--- src/rtl/dmares_pkg.sv ---
// Shared field positions and register kinds for the DMA result unit.
// Assumes a 32-bit result word and a two-bit channel configuration.
package dmares_pkg;
    localparam int WORD_W   = 32;
    localparam int RB_VALID = 31;
    localparam int RB_ERR   = 3;
    localparam int RB_FLUSH = 2;
    localparam int RB_TPD   = 1;
    localparam int SB_AVAIL = 1;
    localparam int SB_OVF   = 2;
    localparam int CB_IEN   = 0;
    localparam int CB_FEN   = 1;
    localparam int CFG_W    = 2;
    localparam int KIND_W   = 3;

    typedef enum logic [KIND_W-1:0] {
        K_RESULT  = 3'd0,
        K_STATUS  = 3'd1,
        K_CONFIG  = 3'd2,
        K_FLUSH   = 3'd3,
        K_SUMMARY = 3'd4
    } reg_kind_e;
endpackage

--- src/rtl/dmares_slot.sv ---
// One channel's result slot: holds one result word, the overflow flag,
// the channel configuration and the pending-abort marker.
// Assumes at most one strobe from the register decoder per cycle.
module dmares_slot
    import dmares_pkg::*;
(
    input  logic              clk,
    input  logic              rst_n,
    input  logic              ev_vld,
    input  logic [WORD_W-1:0] ev_word,
    input  logic              res_rd,
    input  logic              cfg_wr,
    input  logic [CFG_W-1:0]  cfg_wdata,
    input  logic              flush_wr,
    output logic [WORD_W-1:0] res_word,
    output logic              res_vld,
    output logic              ovf,
    output logic [CFG_W-1:0]  cfg,
    output logic              flush_req,
    output logic              sum_bit
);
    logic [WORD_W-1:0] held;
    logic [WORD_W-1:0] eff_word;
    logic              pend;
    logic              take;
    logic              keep;
    logic              room;

    // Qualify the incoming event and mark it flushed if an abort is pending.
    always_comb begin
        take     = ev_vld & ev_word[RB_VALID];
        eff_word = ev_word;
        if (pend) begin
            eff_word[RB_FLUSH] = 1'b1;
            eff_word[RB_TPD]   = 1'b0;
        end
        keep = take & (~eff_word[RB_FLUSH] | cfg[CB_FEN]);
        room = ~res_vld | res_rd;
    end

    // Result slot: store when there is room, flag overflow otherwise, empty on pop.
    always_ff @(posedge clk) begin
        if (!rst_n) begin
            held    <= '0;
            res_vld <= 1'b0;
            ovf     <= 1'b0;
        end else if (keep && room) begin
            held    <= eff_word;
            res_vld <= 1'b1;
            ovf     <= 1'b0;
        end else if (keep) begin
            ovf     <= 1'b1;
        end else if (res_rd) begin
            held    <= '0;
            res_vld <= 1'b0;
            ovf     <= 1'b0;
        end
    end

    // Channel configuration register.
    always_ff @(posedge clk) begin
        if (!rst_n)      cfg <= '0;
        else if (cfg_wr) cfg <= cfg_wdata;
    end

    // Abort request pulse and pending marker for the next result.
    always_ff @(posedge clk) begin
        if (!rst_n) begin
            pend      <= 1'b0;
            flush_req <= 1'b0;
        end else begin
            pend      <= flush_wr | (pend & ~take);
            flush_req <= flush_wr;
        end
    end

    assign res_word = held;
    assign sum_bit  = res_vld & cfg[CB_IEN];

    a_r5_keep_first: assert property (@(posedge clk) disable iff (!rst_n)
        res_vld && !res_rd && keep |=> ovf && res_vld && res_word == $past(res_word));
    a_r4_pop_empties: assert property (@(posedge clk) disable iff (!rst_n)
        res_rd && !keep |=> !res_vld && !ovf);
    a_r3_ignored: assert property (@(posedge clk) disable iff (!rst_n)
        ev_vld && !ev_word[RB_VALID] && !res_rd |=> $stable(res_vld) && $stable(res_word));
    a_r8_abort_pulse: assert property (@(posedge clk) disable iff (!rst_n)
        flush_wr |=> flush_req);
    a_r9_flush_marked: assert property (@(posedge clk) disable iff (!rst_n)
        pend && keep && room |=> res_word[RB_FLUSH] && !res_word[RB_TPD]);
endmodule

--- src/rtl/dmares_regif.sv ---
// Register decoder and read mux for the result unit.
// Address is {kind, channel}; result reads pop; read data is combinational.
// Assumes NCH <= 32 so that the summary fits the read word.
module dmares_regif
    import dmares_pkg::*;
#(
    parameter  int NCH = 16,
    localparam int CHW = $clog2(NCH),
    localparam int AW  = CHW + KIND_W
) (
    input  logic                  reg_wr,
    input  logic                  reg_rd,
    input  logic [AW-1:0]         reg_addr,
    input  logic [NCH*WORD_W-1:0] res_words,
    input  logic [NCH-1:0]        res_vld,
    input  logic [NCH-1:0]        ovf,
    input  logic [NCH*CFG_W-1:0]  cfgs,
    input  logic [NCH-1:0]        sum_bits,
    output logic [NCH-1:0]        res_rd,
    output logic [NCH-1:0]        cfg_wr,
    output logic [NCH-1:0]        flush_wr,
    output logic [WORD_W-1:0]     rdata
);
    reg_kind_e       kind;
    logic [CHW-1:0]  ch;
    logic            ch_ok;

    assign kind  = reg_kind_e'(reg_addr[AW-1:CHW]);
    assign ch    = reg_addr[CHW-1:0];
    assign ch_ok = (int'(ch) < NCH);

    // Per-channel strobes from the decoded address.
    always_comb begin
        for (int i = 0; i < NCH; i++) begin
            res_rd[i]   = reg_rd && kind == K_RESULT && ch == CHW'(i);
            cfg_wr[i]   = reg_wr && kind == K_CONFIG && ch == CHW'(i);
            flush_wr[i] = reg_wr && kind == K_FLUSH  && ch == CHW'(i);
        end
    end

    // Read data selection by kind.
    always_comb begin
        rdata = '0;
        if (reg_rd) begin
            case (kind)
                K_RESULT:  if (ch_ok) rdata = res_words[int'(ch)*WORD_W +: WORD_W];
                K_STATUS:  if (ch_ok) begin
                    rdata[SB_AVAIL] = res_vld[ch];
                    rdata[SB_OVF]   = ovf[ch];
                end
                K_CONFIG:  if (ch_ok) rdata[CFG_W-1:0] = cfgs[int'(ch)*CFG_W +: CFG_W];
                K_SUMMARY: rdata[NCH-1:0] = sum_bits;
                default:   rdata = '0;
            endcase
        end
    end
endmodule

--- src/rtl/dmares_unit.sv ---
// Top of the DMA channel result and interrupt unit: one slot per channel,
// a shared register decoder and the combined interrupt.
// Assumes engines hold ev_word stable while ev_vld is high.
module dmares_unit
    import dmares_pkg::*;
#(
    parameter  int NCH = 16,
    localparam int CHW = $clog2(NCH),
    localparam int AW  = CHW + KIND_W
) (
    input  logic                  clk,
    input  logic                  rst_n,
    input  logic [NCH-1:0]        ev_vld,
    input  logic [NCH*WORD_W-1:0] ev_word,
    input  logic                  reg_wr,
    input  logic                  reg_rd,
    input  logic [AW-1:0]         reg_addr,
    input  logic [CFG_W-1:0]      reg_wdata,
    output logic [WORD_W-1:0]     reg_rdata,
    output logic [NCH-1:0]        flush_req,
    output logic                  irq
);
    logic [NCH*WORD_W-1:0] res_words;
    logic [NCH-1:0]        res_vld;
    logic [NCH-1:0]        ovf;
    logic [NCH*CFG_W-1:0]  cfgs;
    logic [NCH-1:0]        sum_bits;
    logic [NCH-1:0]        res_rd;
    logic [NCH-1:0]        cfg_wr;
    logic [NCH-1:0]        flush_wr;

    dmares_regif #(.NCH(NCH)) u_regif (
        .reg_wr    (reg_wr),
        .reg_rd    (reg_rd),
        .reg_addr  (reg_addr),
        .res_words (res_words),
        .res_vld   (res_vld),
        .ovf       (ovf),
        .cfgs      (cfgs),
        .sum_bits  (sum_bits),
        .res_rd    (res_rd),
        .cfg_wr    (cfg_wr),
        .flush_wr  (flush_wr),
        .rdata     (reg_rdata)
    );

    for (genvar g = 0; g < NCH; g++) begin : g_slot
        dmares_slot u_slot (
            .clk       (clk),
            .rst_n     (rst_n),
            .ev_vld    (ev_vld[g]),
            .ev_word   (ev_word[g*WORD_W +: WORD_W]),
            .res_rd    (res_rd[g]),
            .cfg_wr    (cfg_wr[g]),
            .cfg_wdata (reg_wdata),
            .flush_wr  (flush_wr[g]),
            .res_word  (res_words[g*WORD_W +: WORD_W]),
            .res_vld   (res_vld[g]),
            .ovf       (ovf[g]),
            .cfg       (cfgs[g*CFG_W +: CFG_W]),
            .flush_req (flush_req[g]),
            .sum_bit   (sum_bits[g])
        );
    end

    // Combined interrupt from all qualified summary bits.
    assign irq = |sum_bits;

    a_r6_irq_has_source: assert property (@(posedge clk) disable iff (!rst_n)
        irq |-> (|res_vld));
    a_r11_one_pop: assert property (@(posedge clk) disable iff (!rst_n)
        $onehot0(res_rd));
endmodule

--- config.mk ---
export PLATFORM = sky130hd
export DESIGN_NAME = dmares_unit
export DESIGN_NICKNAME = d
export VERILOG_FILES = /design/src/rtl/dmares_pkg.sv /design/src/rtl/dmares_slot.sv /design/src/rtl/dmares_regif.sv /design/src/rtl/dmares_unit.sv
export SDC_FILE = /design/constraint.sdc
export NUM_CORES = 1
export LEC_CHECK = 0
export BUFFER_PORTS_ARGS = -buffer_cell sky130_fd_sc_hd__buf_2
export CORE_MARGIN = 5
export CORE_UTILIZATION = 49
export DETAILED_ROUTE_END_ITERATION = 10
export PLACE_DENSITY = 0.77
export SYNTH_ARGS = -nofsm -noshare
export SYNTH_HDL_FRONTEND = slang
export SYNTH_SLANG_ARGS = --single-unit
--- constraint.sdc ---
create_clock -name clk -period 3 [get_ports clk]
set_input_delay 0.6 -clock clk [delete_from_list [all_inputs] [get_ports clk]]
set_output_delay 0.6 -clock clk [all_outputs]
set_load 0.02 [all_outputs]
# Word-level counts from Yosys, hierarchy flattened
# Index checks and enable logic that the tools add are counted.
op_classes:
  n_lt_le_gt_ge: 1
  eq_ne: 35
  n_shift: 2
  muxes: 138
  bitwise: 161
  n_reduce_logical: 134
ops:
  columns: ["op", "n"]
  rows:
  - ["$mux W32", 49]
  - ["$shiftx A512 B10 Y32", 1]
  - ["$logic_and A1 B1 Y1", 67]
  - ["$mux W1", 66]
  - ["$and A1 B1 Y1", 64]
  - ["$reduce_bool A2 Y1", 32]
  - ["$not A1 Y1", 49]
  - ["$or A1 B1 Y1", 48]
  - ["$eq A4 B4 Y1 const B", 8]
  - ["$mux W2", 16]
  - ["$ne A2 B2 Y1 const B", 16]
  - ["$reduce_and A2 Y1", 16]
  - ["$reduce_or A2 Y1", 16]
  - ["$shiftx A32 B6 Y2", 1]
  - ["$pmux W13 S2", 1]
  - ["$eq A4 B3 Y1 const B", 4]
  - ["$mux W16", 1]
  - ["$reduce_or A16 Y1", 1]
  - ["$bmux W1 S4", 2]
  - ["$eq A4 B2 Y1 const B", 2]
  - ["$eq A3 B2 Y1 const B", 2]
  - ["$pmux W1 S3", 2]
  - ["$lt A4 B5 Y1 const B", 1]
  - ["$eq A4 B1 Y1 const B", 1]
  - ["other kinds (5)", 5]
totals:
  regBits: 608
  in_bits: 541
  out_inout_bits: 49
  wordCells: 567

# Logic depth before layout (Yosys ltp)
depth:
  ltp_word: 7
  mapped_depth: 9
  ltp_nobuf: 5

# By module
# A second synthesis with hierarchy kept.
hier_totals:
  hier_cells: 3080
  hier_area_um2: 31591.5
by_module_without_submodules:
  columns: ["mod", "n_inst", "cells_per_inst", "area_per_inst_um2", "seq_area_each_um2"]
  rows:
  - ["dmares_slot", 16, 168, 1657.8, 760.7]
  - ["dmares_regif", 1, 387, 5034.8, 0.0]
  - ["dmares_unit", 1, 5, 31.3, 0.0]

# Worst setup path before layout
# Ideal clock, no wire load.
synth_path:
  kind: "input port to output port"
  start: "input port reg_addr[0]"
  end: "output port reg_rdata[3]"
  t_arrival_ns: 2.488
  required_time_ns: 2.400
  path_slack_ns: -0.088
  stages: 8
  n_path_buf: 4
  path_cell_list: "buf_2 -> buf_4 -> buf_2 -> buf_2 -> mux4_2 -> mux4_2 -> nand2_1 -> o21ai_0"
synth_via:
  elab_chain_len: 3
synth_rtl:
  columns: ["element", "line", "text"]
  rows:
  - ["from (decl)", "dmares_unit.sv:17", "input logic [AW-1:0] reg_addr,"]
  - ["$shiftx A512 B10 Y32", "dmares_regif.sv:46", "K_RESULT: if (ch_ok) rdata = res_words[int'(ch)*WORD_W +: WORD_W];"]
  - ["$pmux W13 S2", "dmares_regif.sv:45", "case (kind)"]
  - ["$mux W32", "dmares_regif.sv:44", "if (reg_rd) begin"]
  - ["to (decl)", "dmares_unit.sv:19", "output logic [WORD_W-1:0] reg_rdata,"]
# No other way between the ends.

# Worst setup path after layout
layout_path:
  start: "register g_slot[15].u_slot.held[29]"
  end: "output port reg_rdata[29]"
layout_via:
  elab_chain_len: 3
layout_rtl:
  columns: ["element", "line", "text"]
  rows:
  - ["from (decl)", "dmares_slot.sv:22", "logic [WORD_W-1:0] held;"]
  - ["from (signal assigned)", "dmares_slot.sv:48", "held <= eff_word;"]
  - ["$shiftx A512 B10 Y32", "dmares_regif.sv:46", null]
  - ["$mux W16", "dmares_regif.sv:45", null]
  - ["$mux W32", "dmares_regif.sv:44", null]
# No other way between the ends.

==> impl_metrics.yaml <==
yosys:
  synth_area_um2: 26700
  synthMostInstantiatedCell: "dfxtp_1"
  synth_top_family_by_area: "compound AO/OA/AOI/OAI gates"
  ys_seq_elements: 608
  synth_compound_area_share_pct: 18.0
  yosysSeqAreaShare_pct: 45.6
  synth-edff-count: 0
  muxShareOfSynthArea_pct: 16.6
  yosys.area.top_type: "dfxtp_1"
  synth-async-reset-ratio_pct: 0
  synth_cells: 2418
  syn_nets: 2959
  synth_area_leaders: "dfxtp_1 (46%), mux4_2 (15%), a22oi_1 (12%)"
  ys_warn_count: 0
  synthAdderAreaFrac_pct: 0
  synth_top_area_share_pct: 45.6
  synth.distinct_cells: 53
  yosys.area_share.xor_xnor_pct: 0
  postSynthAreaPerCell_um2: 11.0
  synth-simple-area-share_pct: 15.3
  synth_flop_cell: "dfxtp_1"
  netlist_top_cells_count: "dfxtp_1 (608), nor2b_1 (474), a22oi_1 (409)"
timing:
  setup_slack_ps: -3.62
  grt_setup_unrepaired: "true"
  period_share_pct: 100
  period_needed_ps: 3000
  fmax_mhz: 333
  tightest_slew_ps: 941
  hold_viol_final: 0
  tns_ps: -3.62
  slew_headroom_pct: 37.3
  finalMaxSlewViolations: 0
  setup_viol: 1
  fin_worst_skew_ps: 28.5
critical_path:
  crit_required_ps: 2400
  start_kind: "flip-flop"
  endpoint_kind: "primary output"
  slowest_stage: "mux4_2"
  r2r-end: "g_slot[6].u_slot.res_word[0]$_SDFFE_PN0P_"
  worstRegToRegCells: 6
  slowest_delay_ps: 570
  path_common_cell: "mux4_2"
  timing.rr.start: "g_slot[6].u_slot.pend$_SDFF_PN0_"
  path_cells: "mux4_2 -> mux4_2 -> and2_1 -> buf_2"
  cp_max_fo: 2
  critical_path_class: "reg2out"
  reg2reg_slack_ps: 1040
  crit_arrival_ps: 2400
place:
  numPortBuffers: 589
  place_congestion: 1.07
  post-place-ws_ps: -225
  dp.final_hpwl_um: 99500
  dp_cells: 3603
floorplan:
  ios: 590
  row_count: 85
  core_area_um2: 53800
  die_area_um2: 59200
  die_h_um: 243
  die_width_um: 243
  initial_core_util_pct: 49.5
drt:
  wl_per_cell_um: 33.7
  vias_per_cell: 6.52
  dr.pass1.iters: 6
  drt_iter0_drc: 3499
  routed_wl_um: 126000
  drc: 0
  vias: 24500
  antenna_left: 0
worst_hold_path:
  hold_depth: 2
  min-delay-start: "ev_word[300]"
  min_to: "g_slot[9].u_slot.res_word[12]$_SDFFE_PN0P_"
  hp-class: "in2reg"
cts:
  h-tree-depth: 3
  numClockSinks: 608
  numCtsBuffers: 67
  clk_latency_ps: 630
  clkTransAtPathRegs_ps: 60
  root_buffer: "clkbuf_16"
  cts_tree: "yes"
  clk_path_buf_depth: 3
power_and_ir_drop:
  max-vdd-ir-drop_mv: 0.413
  p_per_area_nw_per_um2: 569
  p_leak_nw: 13.1
  fin_total_pwr_mw: 19.3
global_route:
  overflow: 0
  grt_util_all_layers_pct: 41.0
  grt_pass1_wl_um: 176000
  grt_pass1_vias: 23600
  antenna_found_initial: 18
  grt_max_degree: 117
outcome:
  violations: "negative setup slack"
  status: "finished with violations"
cells_and_area:
  syn2layout_area_growth_pct: 27.1
  drive_gt1_share_pct: 38.0
  fin_cells: 3756
  final_core_utilization_pct: 63.0
  final_nets: 3541
  final.fill_count: 4330
run:
  max-cap-violations: 0
==> layout by cell type, fill, tap and decap left out, types with 8 or more instances in the layout <==
master and count:
o21ai_0 14, clkbuf_8 14, o21ai_2 9, clkbuf_16 74, a31o_2 16, nand2_1 88, nor3_1 16, mux4_2 173
o21bai_1 14, nor2b_1 474, nor2_1 29, diode_2 11, a21oi_1 18, o21a_1 14, inv_1 22, nand2b_1 9
buf_12 42, dfxtp_1 537, mux2i_1 52, clkbuf_1 14, and3_1 8, a32oi_1 14, dfxtp_2 67, nand3_1 17
clkinv_2 9, a22o_1 62, and2_1 17, buf_2 576, buf_4 108, a21boi_0 30, a22oi_1 407, a21oi_4 12
==> per-layer routing <==
metal  vias to the layer above  share of wire (%)  GRT usage (%)
li1                      10200                  -              -
met1                     12100                 39           56.7
met2                      1927                 42           58.3
met3                       270                 15           17.3
met4                         6                4.0           13.5
met5                         -              0.036              0
==> flip-flops by register name, summed over array words and instances (netlist names) <==
signal and flops:
g_slot.u_slot.ovf 16, g_slot.u_slot.flush_req 16, g_slot.u_slot.cfg 32, g_slot.u_slot.res_word 512
g_slot.u_slot.res_vld 16, g_slot.u_slot.pend 16
==> final cells by class <==
class	count	area, µm²	area share [%]
Antenna cell	11	27.5	0.0812
Clock buffer	97	1970	5.82
Clock inverter	21	272	0.801
Inverter	22	82.6	0.244
Multi-Input combinational cell	1556	13500	39.8
Sequential cell	608	12300	36.2
Tap cell	696	871	2.57
Timing Repair Buffer	745	4910	14.5
==> worst max-delay path by stage <==
| stage | from | endpoint | cells after the start |
|---|---|---|---|
| 5_1_grt | g_slot[14].u_slot.res_word[30]$_SDFFE_PN0P_ | reg_rdata[30] | 4 |
| 2_1_floorplan | reg_addr[1] | reg_rdata[3] | 8 |
| 3_5_place_dp | reg_addr[0] | reg_rdata[23] | 6 |
| 3_3_place_gp | reg_addr[0] | reg_rdata[23] | 6 |
| 4_1_cts | g_slot[11].u_slot.res_word[0]$_SDFFE_PN0P_ | reg_rdata[0] | 5 |
| 6_report | g_slot[15].u_slot.res_word[29]$_SDFFE_PN0P_ | reg_rdata[29] | 4 |
==> stage by stage <==
stage | cell area, µm² | hold WS (ps)
global route | 33900 | 182
global placement | 31000 | 450
CTS | 33600 | 180
finish | 33900 | 196
floorplan | 26700 | 432
detailed placement | 31000 | 460
==> where the power goes <==
group	switching, mW	internal, mW	total, mW
sequential	0.346	8.33	8.68
clock	3.47	5.02	8.49
combinational	1.07	1.04	2.11
total	4.88	14.4	19.3
==> kinds of logic (layout without fill, tap and decap cells) <==
group / after synthesis / after routing
flops: 608 / 608
other cells: 0 / 11
mux: 227 / 227
simple gates: 694 / 694
buf+inv: 254 / 885
compound gates: 635 / 635
==> critical path, delay by kind of cell (launching register included) <==
family	cells	cell delay, ps
buf+inv	1	170
mux	2	1050
simple gates	1	200
flops	1	350
==> what timing repair did <==
action / 4_1_cts / 5_1_grt
resized for setup: 56 / 68
hold buffers: 0 / 0
cloned: 2 / 4
setup endpoints to repair: 32 / 30
setup buffers: 13 / 6
pin swaps: 4 / 3
(Power assumes the default switching activity.)
